## src/rtl/spi_ee_pkg.sv

```systemverilog
package spi_ee_pkg;

  localparam logic [7:0] OPC_LATCH_ON  = 8'h06;
  localparam logic [7:0] OPC_LATCH_OFF = 8'h04;
  localparam logic [7:0] OPC_STAT_GET  = 8'h05;
  localparam logic [7:0] OPC_STAT_PUT  = 8'h01;
  localparam logic [7:0] OPC_DATA_GET  = 8'h03;
  localparam logic [7:0] OPC_DATA_PUT  = 8'h02;

  typedef enum logic [2:0] {
    ST_OPC,
    ST_ADDR,
    ST_RDAT,
    ST_RSTS,
    ST_WDAT,
    ST_WSTS,
    ST_SKIP
  } ee_state_t;

endpackage

```

## src/rtl/spi_ee_core.sv

```systemverilog
module spi_ee_core
  import spi_ee_pkg::*;
#(
  parameter int ADDR_BYTES   = 1,
  parameter int MEM_BYTES    = 512,
  parameter int PAGE_BYTES   = 16,
  parameter int WRITE_CYCLES = 500000,
  parameter bit ADDR_BIT3_EN = 1'b1,
  localparam int AW  = $clog2(MEM_BYTES),
  localparam int PW  = $clog2(PAGE_BYTES),
  localparam int SW  = 8 * ADDR_BYTES,
  localparam int CYC = (WRITE_CYCLES > PAGE_BYTES) ? WRITE_CYCLES : PAGE_BYTES,
  localparam int TW  = $clog2(CYC)
) (
  input  logic          clk,
  input  logic          rst_n,
  input  logic          sel,
  input  logic          cs_rise,
  input  logic          whole,
  input  logic          byte_vld,
  input  logic [7:0]    rx_byte,
  output logic [7:0]    tx_byte,
  output logic [AW-1:0] mem_raddr,
  input  logic [7:0]    mem_rdata,
  output logic          mem_we,
  output logic [AW-1:0] mem_waddr,
  output logic [7:0]    mem_wdata
);

  localparam logic [PW:0] SEQ_END = (PW+1)'(PAGE_BYTES);

  ee_state_t         st_q, st_nx;
  logic              op3_q, op3_nx, rd_q, rd_nx;
  logic [1:0]        acnt_q, acnt_nx;
  logic [SW-1:0]     ash_q, ash_nx, ash_sh;
  logic [AW-1:0]     raddr_q, raddr_nx, addr_full;
  logic [7:0]        tx_q, tx_nx, status, opm;
  logic [AW-PW-1:0]  pbase_q, pbase_nx;
  logic [PW-1:0]     poff_q, poff_nx;
  logic [PAGE_BYTES-1:0] pvld_q, pvld_nx;
  logic [7:0]        pbuf_q [PAGE_BYTES];
  logic              buf_we;
  logic [2:0]        sdat_q, sdat_nx;
  logic              sgot_q, sgot_nx;
  logic              wel_q, wel_nx, wpen_q, wpen_nx;
  logic [1:0]        bp_q, bp_nx;
  logic              busy_q, busy_nx, arr_q, arr_nx;
  logic [TW-1:0]     tmr_q, tmr_nx;
  logic [PW:0]       seq_q, seq_nx;

  assign status    = {wpen_q, 3'b000, bp_q, wel_q, busy_q};
  assign ash_sh    = (ash_q << 8) | SW'(rx_byte);
  assign addr_full = AW'({op3_q, ash_sh});
  assign opm       = ADDR_BIT3_EN ? {rx_byte[7:4], 1'b0, rx_byte[2:0]} : rx_byte;
  assign mem_raddr = (st_q == ST_ADDR) ? addr_full : raddr_q;
  assign tx_byte   = tx_q;
  assign mem_we    = busy_q && arr_q && (seq_q != SEQ_END) && pvld_q[seq_q[PW-1:0]];
  assign mem_waddr = {pbase_q, seq_q[PW-1:0]};
  assign mem_wdata = pbuf_q[seq_q[PW-1:0]];

  always_comb begin
    st_nx = st_q;     op3_nx = op3_q;     rd_nx = rd_q;
    acnt_nx = acnt_q; ash_nx = ash_q;     raddr_nx = raddr_q;
    tx_nx = tx_q;     pbase_nx = pbase_q; poff_nx = poff_q;
    pvld_nx = pvld_q; sdat_nx = sdat_q;   sgot_nx = sgot_q;
    wel_nx = wel_q;   bp_nx = bp_q;       wpen_nx = wpen_q;
    busy_nx = busy_q; arr_nx = arr_q;     tmr_nx = tmr_q;
    seq_nx = seq_q;   buf_we = 1'b0;
    if (busy_q) begin
      if (seq_q != SEQ_END) seq_nx = seq_q + 1'b1;
      if (tmr_q == '0) begin
        busy_nx = 1'b0;
        wel_nx  = 1'b0;
      end else begin
        tmr_nx = tmr_q - 1'b1;
      end
    end
    if (!sel) begin
      st_nx = ST_OPC;
      tx_nx = 8'h00;
      if (cs_rise && whole) begin
        if (st_q == ST_WDAT && (|pvld_q)) begin
          busy_nx = 1'b1; arr_nx = 1'b1;
          tmr_nx  = TW'(CYC - 1); seq_nx = '0;
        end else if (st_q == ST_WSTS && sgot_q) begin
          busy_nx = 1'b1; arr_nx = 1'b0;
          tmr_nx  = TW'(CYC - 1); seq_nx = '0;
          wpen_nx = sdat_q[2];
          bp_nx   = sdat_q[1:0];
        end
      end
    end else if (byte_vld) begin
      case (st_q)
        ST_OPC: begin
          st_nx   = ST_SKIP;
          tx_nx   = 8'h00;
          op3_nx  = ADDR_BIT3_EN ? rx_byte[3] : 1'b0;
          acnt_nx = 2'(ADDR_BYTES - 1);
          ash_nx  = '0;
          if (rx_byte == OPC_STAT_GET) begin
            st_nx = ST_RSTS;
            tx_nx = status;
          end else if (!busy_q) begin
            if (rx_byte == OPC_LATCH_ON)       wel_nx = 1'b1;
            else if (rx_byte == OPC_LATCH_OFF) wel_nx = 1'b0;
            else if (rx_byte == OPC_STAT_PUT && wel_q) begin
              st_nx = ST_WSTS; sgot_nx = 1'b0;
            end else if (opm == OPC_DATA_GET) begin
              st_nx = ST_ADDR; rd_nx = 1'b1;
            end else if (opm == OPC_DATA_PUT && wel_q) begin
              st_nx = ST_ADDR; rd_nx = 1'b0; pvld_nx = '0;
            end
          end
        end
        ST_ADDR: begin
          ash_nx = ash_sh;
          if (acnt_q == 2'd0) begin
            if (rd_q) begin
              st_nx    = ST_RDAT;
              tx_nx    = mem_rdata;
              raddr_nx = addr_full + 1'b1;
            end else begin
              st_nx    = ST_WDAT;
              pbase_nx = addr_full[AW-1:PW];
              poff_nx  = addr_full[PW-1:0];
            end
          end else begin
            acnt_nx = acnt_q - 2'd1;
          end
        end
        ST_RDAT: begin
          tx_nx    = mem_rdata;
          raddr_nx = raddr_q + 1'b1;
        end
        ST_RSTS: tx_nx = status;
        ST_WDAT: begin
          buf_we           = 1'b1;
          pvld_nx[poff_q]  = 1'b1;
          poff_nx          = poff_q + 1'b1;
        end
        ST_WSTS: begin
          if (!sgot_q) begin
            sdat_nx = {rx_byte[7], rx_byte[3:2]};
            sgot_nx = 1'b1;
          end
        end
        default: ;
      endcase
    end
  end

  always_ff @(posedge clk or negedge rst_n) begin
    if (!rst_n) begin
      st_q <= ST_OPC;  op3_q <= 1'b0;  rd_q <= 1'b0;
      acnt_q <= '0;    ash_q <= '0;    raddr_q <= '0;
      tx_q <= '0;      pbase_q <= '0;  poff_q <= '0;
      pvld_q <= '0;    sdat_q <= '0;   sgot_q <= 1'b0;
      wel_q <= 1'b0;   bp_q <= '0;     wpen_q <= 1'b0;
      busy_q <= 1'b0;  arr_q <= 1'b0;  tmr_q <= '0;
      seq_q <= '0;
    end else begin
      st_q <= st_nx;   op3_q <= op3_nx; rd_q <= rd_nx;
      acnt_q <= acnt_nx; ash_q <= ash_nx; raddr_q <= raddr_nx;
      tx_q <= tx_nx;   pbase_q <= pbase_nx; poff_q <= poff_nx;
      pvld_q <= pvld_nx; sdat_q <= sdat_nx; sgot_q <= sgot_nx;
      wel_q <= wel_nx; bp_q <= bp_nx;   wpen_q <= wpen_nx;
      busy_q <= busy_nx; arr_q <= arr_nx; tmr_q <= tmr_nx;
      seq_q <= seq_nx;
    end
  end

  always_ff @(posedge clk) begin
    if (buf_we) pbuf_q[poff_q] <= rx_byte;
  end

  AST_CYCLE_NEEDS_LATCH: assert property (@(posedge clk) disable iff (!rst_n)
    $rose(busy_q) |-> $past(wel_q));

  AST_LATCH_DROPS_AT_END: assert property (@(posedge clk) disable iff (!rst_n)
    $fell(busy_q) |-> !wel_q);

  AST_COMMIT_ON_BOUNDARY: assert property (@(posedge clk) disable iff (!rst_n)
    $rose(busy_q) |-> $past(cs_rise && whole));

  AST_NO_WRITE_WHILE_BUSY: assert property (@(posedge clk) disable iff (!rst_n)
    busy_q |-> (st_q != ST_WDAT && st_q != ST_WSTS));

endmodule

```

## config.mk

```make
export PLATFORM = sky130hd
export DESIGN_NAME = spi_ee_core
export DESIGN_NICKNAME = d
export VERILOG_FILES = /design/src/rtl/spi_ee_pkg.sv /design/src/rtl/spi_ee_core.sv
export SDC_FILE = /design/constraint.sdc
export NUM_CORES = 1
export LEC_CHECK = 0
export CAP_MARGIN = 20
export CORE_ASPECT_RATIO = 1.25
export CORE_MARGIN = 2
export CORE_UTILIZATION = 50
export CTS_CLUSTER_SIZE = 30
export DETAILED_ROUTE_END_ITERATION = 7
export PLACE_DENSITY = 0.8
export SKIP_CTS_REPAIR_TIMING = 1
export SYNTH_ARGS = -nofsm -noshare
export SYNTH_HDL_FRONTEND = slang
export SYNTH_SLANG_ARGS = --single-unit
```

## constraint.sdc

```tcl
create_clock -name clk -period 6.15 [get_ports clk]
set_input_delay 0.9225 -clock clk [delete_from_list [all_inputs] [get_ports clk]]
set_output_delay 0.9225 -clock clk [all_outputs]
set_load 0.005 [all_outputs]
```

# [Word-level counts from Yosys, hierarchy flattened]
# Memory sizes are Yosys's and may differ from the RTL's.
# Cells that the tools add are included.
[totals] ff_bits=83 latch_bits=0 ram_bits=128 mem_bits_ro=0 input_bits=22 out_inout_bits=35 wordCells=181 memories=1
[mem_list] memory="pbuf_q" depth=16 width=8 read_ports=1 rd_ports_with_merged_regs=0 write_ports=1 line="spi_ee_core.sv:41" source="logic [7:0] pbuf_q [PAGE_BYTES];"
[classes] addsub=6 mul=0 div=0 order_cmp=3 n_eq_ne=29 n_shift=0 mux=81 bitwise_logic=10 n_reduce_logical=33
[ops] operator="2-to-1 mux 19 bit" count=6
[ops] operator="2-to-1 mux 16 bit" count=7
[ops] operator="2-to-1 mux 8 bit" count=5
[ops] operator="2-to-1 mux 3 bit" count=11
[ops] operator="case mux 16 bit (2 select lines)" count=1
[ops] operator="case mux 8 bit (4 select lines)" count=1
[ops] operator="2-to-1 mux 1 bit" count=31
[ops] operator="2-to-1 mux 5 bit" count=6
[ops] operator="2-to-1 mux 9 bit" count=3
[ops] operator="== test 8 x 3 -> 1 bit, second input constant" count=3
[ops] operator="!= test 2 bit, second input constant" count=11
[ops] operator="zero test 19 bit" count=1
[ops] operator="subtractor 19 x 1 -> 19 bit, second input constant" count=1
[ops] operator="adder 9 x 1 -> 9 bit, second input constant" count=2
[ops] operator="case mux 9 bit (2 select lines)" count=1
[ops] operator="OR 16 bit" count=1
[ops] operator="AND reduction 4 bit" count=4
[ops] operator="OR reduction 16 bit" count=1
[ops] operator="AND reduction 5 bit" count=3
[ops] operator="== test 7 x 2 -> 1 bit, second input constant" count=2
[ops] operator="nonzero test 2 bit" count=7
[ops] operator="less-than comparator 4 x 5 -> 1 bit, second input constant" count=2
[ops] operator="AND reduction 10 bit" count=1
[ops] operator="logical AND 1 bit" count=9
[ops] operator="other kinds (28)" count=42

# [Logic depth before layout (Yosys ltp)]
[depth] word_depth=12 ltp_mapped=11 depth_no_buf=9

# [Worst setup path before layout]
# OpenSTA, ideal clock, no wires.
[synth_path] path_type="register -> output" startpoint="register seq_q[0]" endpoint="output mem_wdata[7]" arrival_ns=2.023 required_time_ns=5.227 setup_slack_ns=3.205 stages_incl_launch_ff=5 n_path_buf=2 path_cell_list="dfrtp_1 -> buf_2 -> buf_2 -> mux4_2 -> mux4_2"
[synth_via] elab_chain_len=1
[synth_lines] item="start: declaration" line="spi_ee_core.sv:49" source="logic [PW:0] seq_q, seq_nx;"
[synth_lines] item="start signal: assignment" line="spi_ee_core.sv:168" source="seq_q <= seq_nx;"
[synth_lines] item="memory (16 x 8 bit)"
[synth_lines] item="end: declaration" line="spi_ee_core.sv:27" source="output logic [7:0] mem_wdata"
# No other way between the ends.

# [Worst setup path in the final report]
[layout_path] startpoint="register seq_q[0]" endpoint="output mem_wdata[4]"
# Same word-level chain as after synthesis.

==> summary.txt <==
GRT
  – GR Overflow Total: 0
  – Gr usage total: 0.2219
  – Pin count of the biggest net entering global routing: 84
  – Initial antenna violation count: 0
  – First-pass GRT wire length: 35350 um
  – Vias in the first global route: 6485

Floorplan
  – # rows: 56
  – Initial Utilization: 0.5126
  – Die width: 128.3 um
  – I/O Pins: 57
  – Die Area: 0.02046 mm^2
  – Core Region: 0.01885 mm^2
  – Chip Height: 159.4 um

Outcome
  – Status: completed

Placement
  – Dpl ws: 2.445 ns
  – Post-DP HPWL: 13940 um
  – Number of port buffers: 56
  – Post-DP Area: 0.01044 mm^2
  – RePlAce Congestion: 0.8960

Yosys
  – Syn Area/Cell: 13.86 um^2
  – Cells after Synth: 697
  – Distinct cell type count after synthesis: 68
  – Synthesis-stage register bit count: 211
  – Syn Nets: 729
  – Ys flop type: edfxtp_1
  – Post-synth EDFFs: 128
  – Syn. warnings: 0
  – Async SR Flop Fraction: 0.3934
  – Seq/Total Area, Yosys: 0.6128
  – Synth Cell Area: 0.009662 mm^2

Setup path
  – Slowest-stage cell, CP: mux4_2
  – CP dominant cell by count: mux4_2
  – Worst path cell trace: buf_4 -> mux4_2 -> mux4_2 -> clkdlybuf4s50_1
  – CP Data Required Time: 5.23 ns
  – CP top delay family: multiplexers
  – RR Endpoint: pbuf_q[1][0]$_DFFE_PP_
  – WS Path Type: reg2out
  – Worst Path Buf+Inv: 2
  – R2R Setup Slk: 3.23 ns
  – Crit start category: flop
  – Crit-path max cell delay: 0.59 ns
  – CP Max Fanout: 32
  – Worst reg-to-reg path cell count: 4
  – Crit path capture type: primary output
  – Worst Path Arrival: 3.20 ns
  – Worst R2R Start: st_q[2]$_DFFE_PN0P_

Timing
  – RSZ-0062 raised after global routing: no
  – Final period util: 0.6695
  – # setup viols final: 0
  – Fmax achieved: 242.9 MHz
  – Final WS setup: 2.032 ns
  – Fin. Hold Viols: 0
  – Max_slew headroom: 0.2950
  – Tightest Pin Transition: 1.052 ns
  – Min Tclk post-route: 4.118 ns
  – Final setup TNS: 0 ns
  – WHS: 0.2864 ns
  – Worst Clk Skew: 0.01185 ns
  – Max-slew violation count: 0

Drt
  – WL final: 22220 um
  – Initial drt markers: 488
  – Via-to-Cell Ratio: 6.309
  – Number of remaining DRC errors: 0
  – Via count: 6296
  – Post-DRT Antenna Nets: 0
  – Initial DRT Pass Iterations: 5
  – Wire length per cell: 22.26 um

Final layout
  – ANT cells: 0
  – Nets: 784
  – Fillers: 1414
  – Register Area: 0.005922 mm^2
  – Util after Layout: 0.5962
  – Share of layout cells above drive strength 1: 0.1554
  – Area Overhead vs Synth: 16.30%
  – Commonest non-fill, non-tap cell in the layout: edfxtp_1
  – Finished Cell Area: 0.01124 mm^2
  – Leading cell types in the layout, fill and taps excluded: edfxtp_1 (128), dfrtp_1 (82), nand2_1 (79)
  – Multi-input logic area: 0.003542 mm^2

Power and ir drop
  – Switching Fraction: 0.2872
  – P_int: 3.176 mW
  – Sw power: 1.279 mW
  – Clock Power Share: 0.308
  – Leak: 4.235 nW
  – Peak supply drop: 0.0002626 V
  – Reg power frac: 0.428
  – Pwr dens: 396.5 mW/mm^2
  – Comb pwr share: 0.263

Clocking
  – H-tree depth: 1
  – CTS Buf Count: 21
  – Root Driver: clkbuf_16
  – Clk_lat worst skew: 0.49 ns
  – TritonCTS clock tree: built
  – CTS max path bufs: 3
  – Clk sinks: 211
  – Clk slew on worst S/H paths: 0.06 ns

Run
  – Max Cap Viol: 0

Min path
  – Hold crit path type: in2async
power by group through the flow:
stage	Combinational [mW]	Clock [mW]	Sequential, mW
detailed placement	1.18	0	1.93
floorplan	0.862	0	1.81
global route	1.29	1.44	1.93
CTS	1.19	1.39	1.91
finish	1.17	1.37	1.91
global placement	1.13	0	1.91
per-layer routing:
metal,vias to the layer above,wire length (um),global-route usage
met4,0,524,0.06843
met3,46,1354,0.02856
met5,-,0,0
met1,3210,8772,0.2867
li1,2782,-,-
met2,258,11570,0.3890
how the worst max path moves through the flow:
stage / from / end / slack (ns) / cells past startpoint
after global placement: rx_byte[2] / mem_raddr[2] / 2.53 / 4
after global routing: seq_q[0]$_DFF_PN0_ / mem_wdata[6] / 1.88 / 4
after floorplan: seq_q[0]$_DFF_PN0_ / mem_wdata[7] / 3.20 / 4
after CTS: seq_q[0]$_DFF_PN0_ / mem_wdata[3] / 1.96 / 4
after detailed placement: rx_byte[2] / mem_raddr[2] / 2.44 / 4
final: seq_q[0]$_DFF_PN0_ / mem_wdata[4] / 2.03 / 4
logic make-up (layout without fill, tap and decap cells):
logic type,Yosys count,after routing,synth area share
buffers and inverters,51,120,0.02214
AO/OA/AOI/OAI,104,104,0.07680
multiplexers,76,76,0.1388
flip-flops,211,211,0.6128
AND/OR/NAND/NOR,228,228,0.1211
XOR/XNOR,17,17,0.01541
adder cells (fa/ha/maj),10,10,0.01295
cells in the mapped netlist, types with 3 or more instances:
cell	count	share of area
edfxtp_1	128	0.40
dfrtp_1	83	0.21
nand2_1	79	0.031
mux4_2	45	0.10
nor2_1	42	0.016
o21ai_0	27	0.014
clkbuf_1	23	0.0089
nor3_1	22	0.011
mux2i_1	17	0.018
inv_1	15	0.0058
mux2_2	14	0.016
and3_1	13	0.0084
xor2_1	12	0.011
a21o_1	11	0.0085
a21oi_1	11	0.0057
nand3_1	11	0.0057
nor4_1	11	0.0071
ha_1	10	0.013
a22o_1	9	0.0082
nand4_1	8	0.0052
buf_2	6	0.0031
o211ai_1	6	0.0047
o2bb2ai_1	6	0.0054
and2_1	5	0.0032
xnor2_1	5	0.0045
a31oi_1	4	0.0026
buf_4	4	0.0031
nor2b_1	4	0.0026
a211o_1	3	0.0027
a211oi_1	3	0.0023
buf_1	3	0.0012
nand2b_1	3	0.0019
nand3b_1	3	0.0023
nand4b_1	3	0.0027
nor3b_1	3	0.0023
o22ai_1	3	0.0019
or3_1	3	0.0019
or4_4	3	0.0035
metrics by stage:
step / instances / power, mW
floorplan: 697 / 2.673
global placement: 957 / 3.041
detailed placement: 958 / 3.106
CTS: 995 / 4.481
global route: 998 / 4.661
finish: 998 / 4.456
cell type report:
type	instances	share of cell area
Multi-Input combinational cell	435	0.3152
Sequential cell	211	0.5270
Timing Repair Buffer	68	0.06169
Inverter	15	0.005011
Clock buffer	28	0.04999
Clock inverter	9	0.01525
Tap cell	232	0.02583
registers in the layout (all words and copies together), names as in the netlist, 2 cells and up:
register	cells
pbuf_q	128
pbase_q	5
bp_q	2
raddr_q	9
seq_q	5
acnt_q	2
poff_q	4
tx_byte	8
tmr_q	19
pvld_q	16
st_q	3
sdat_q	3
(Power assumes the default switching activity.)
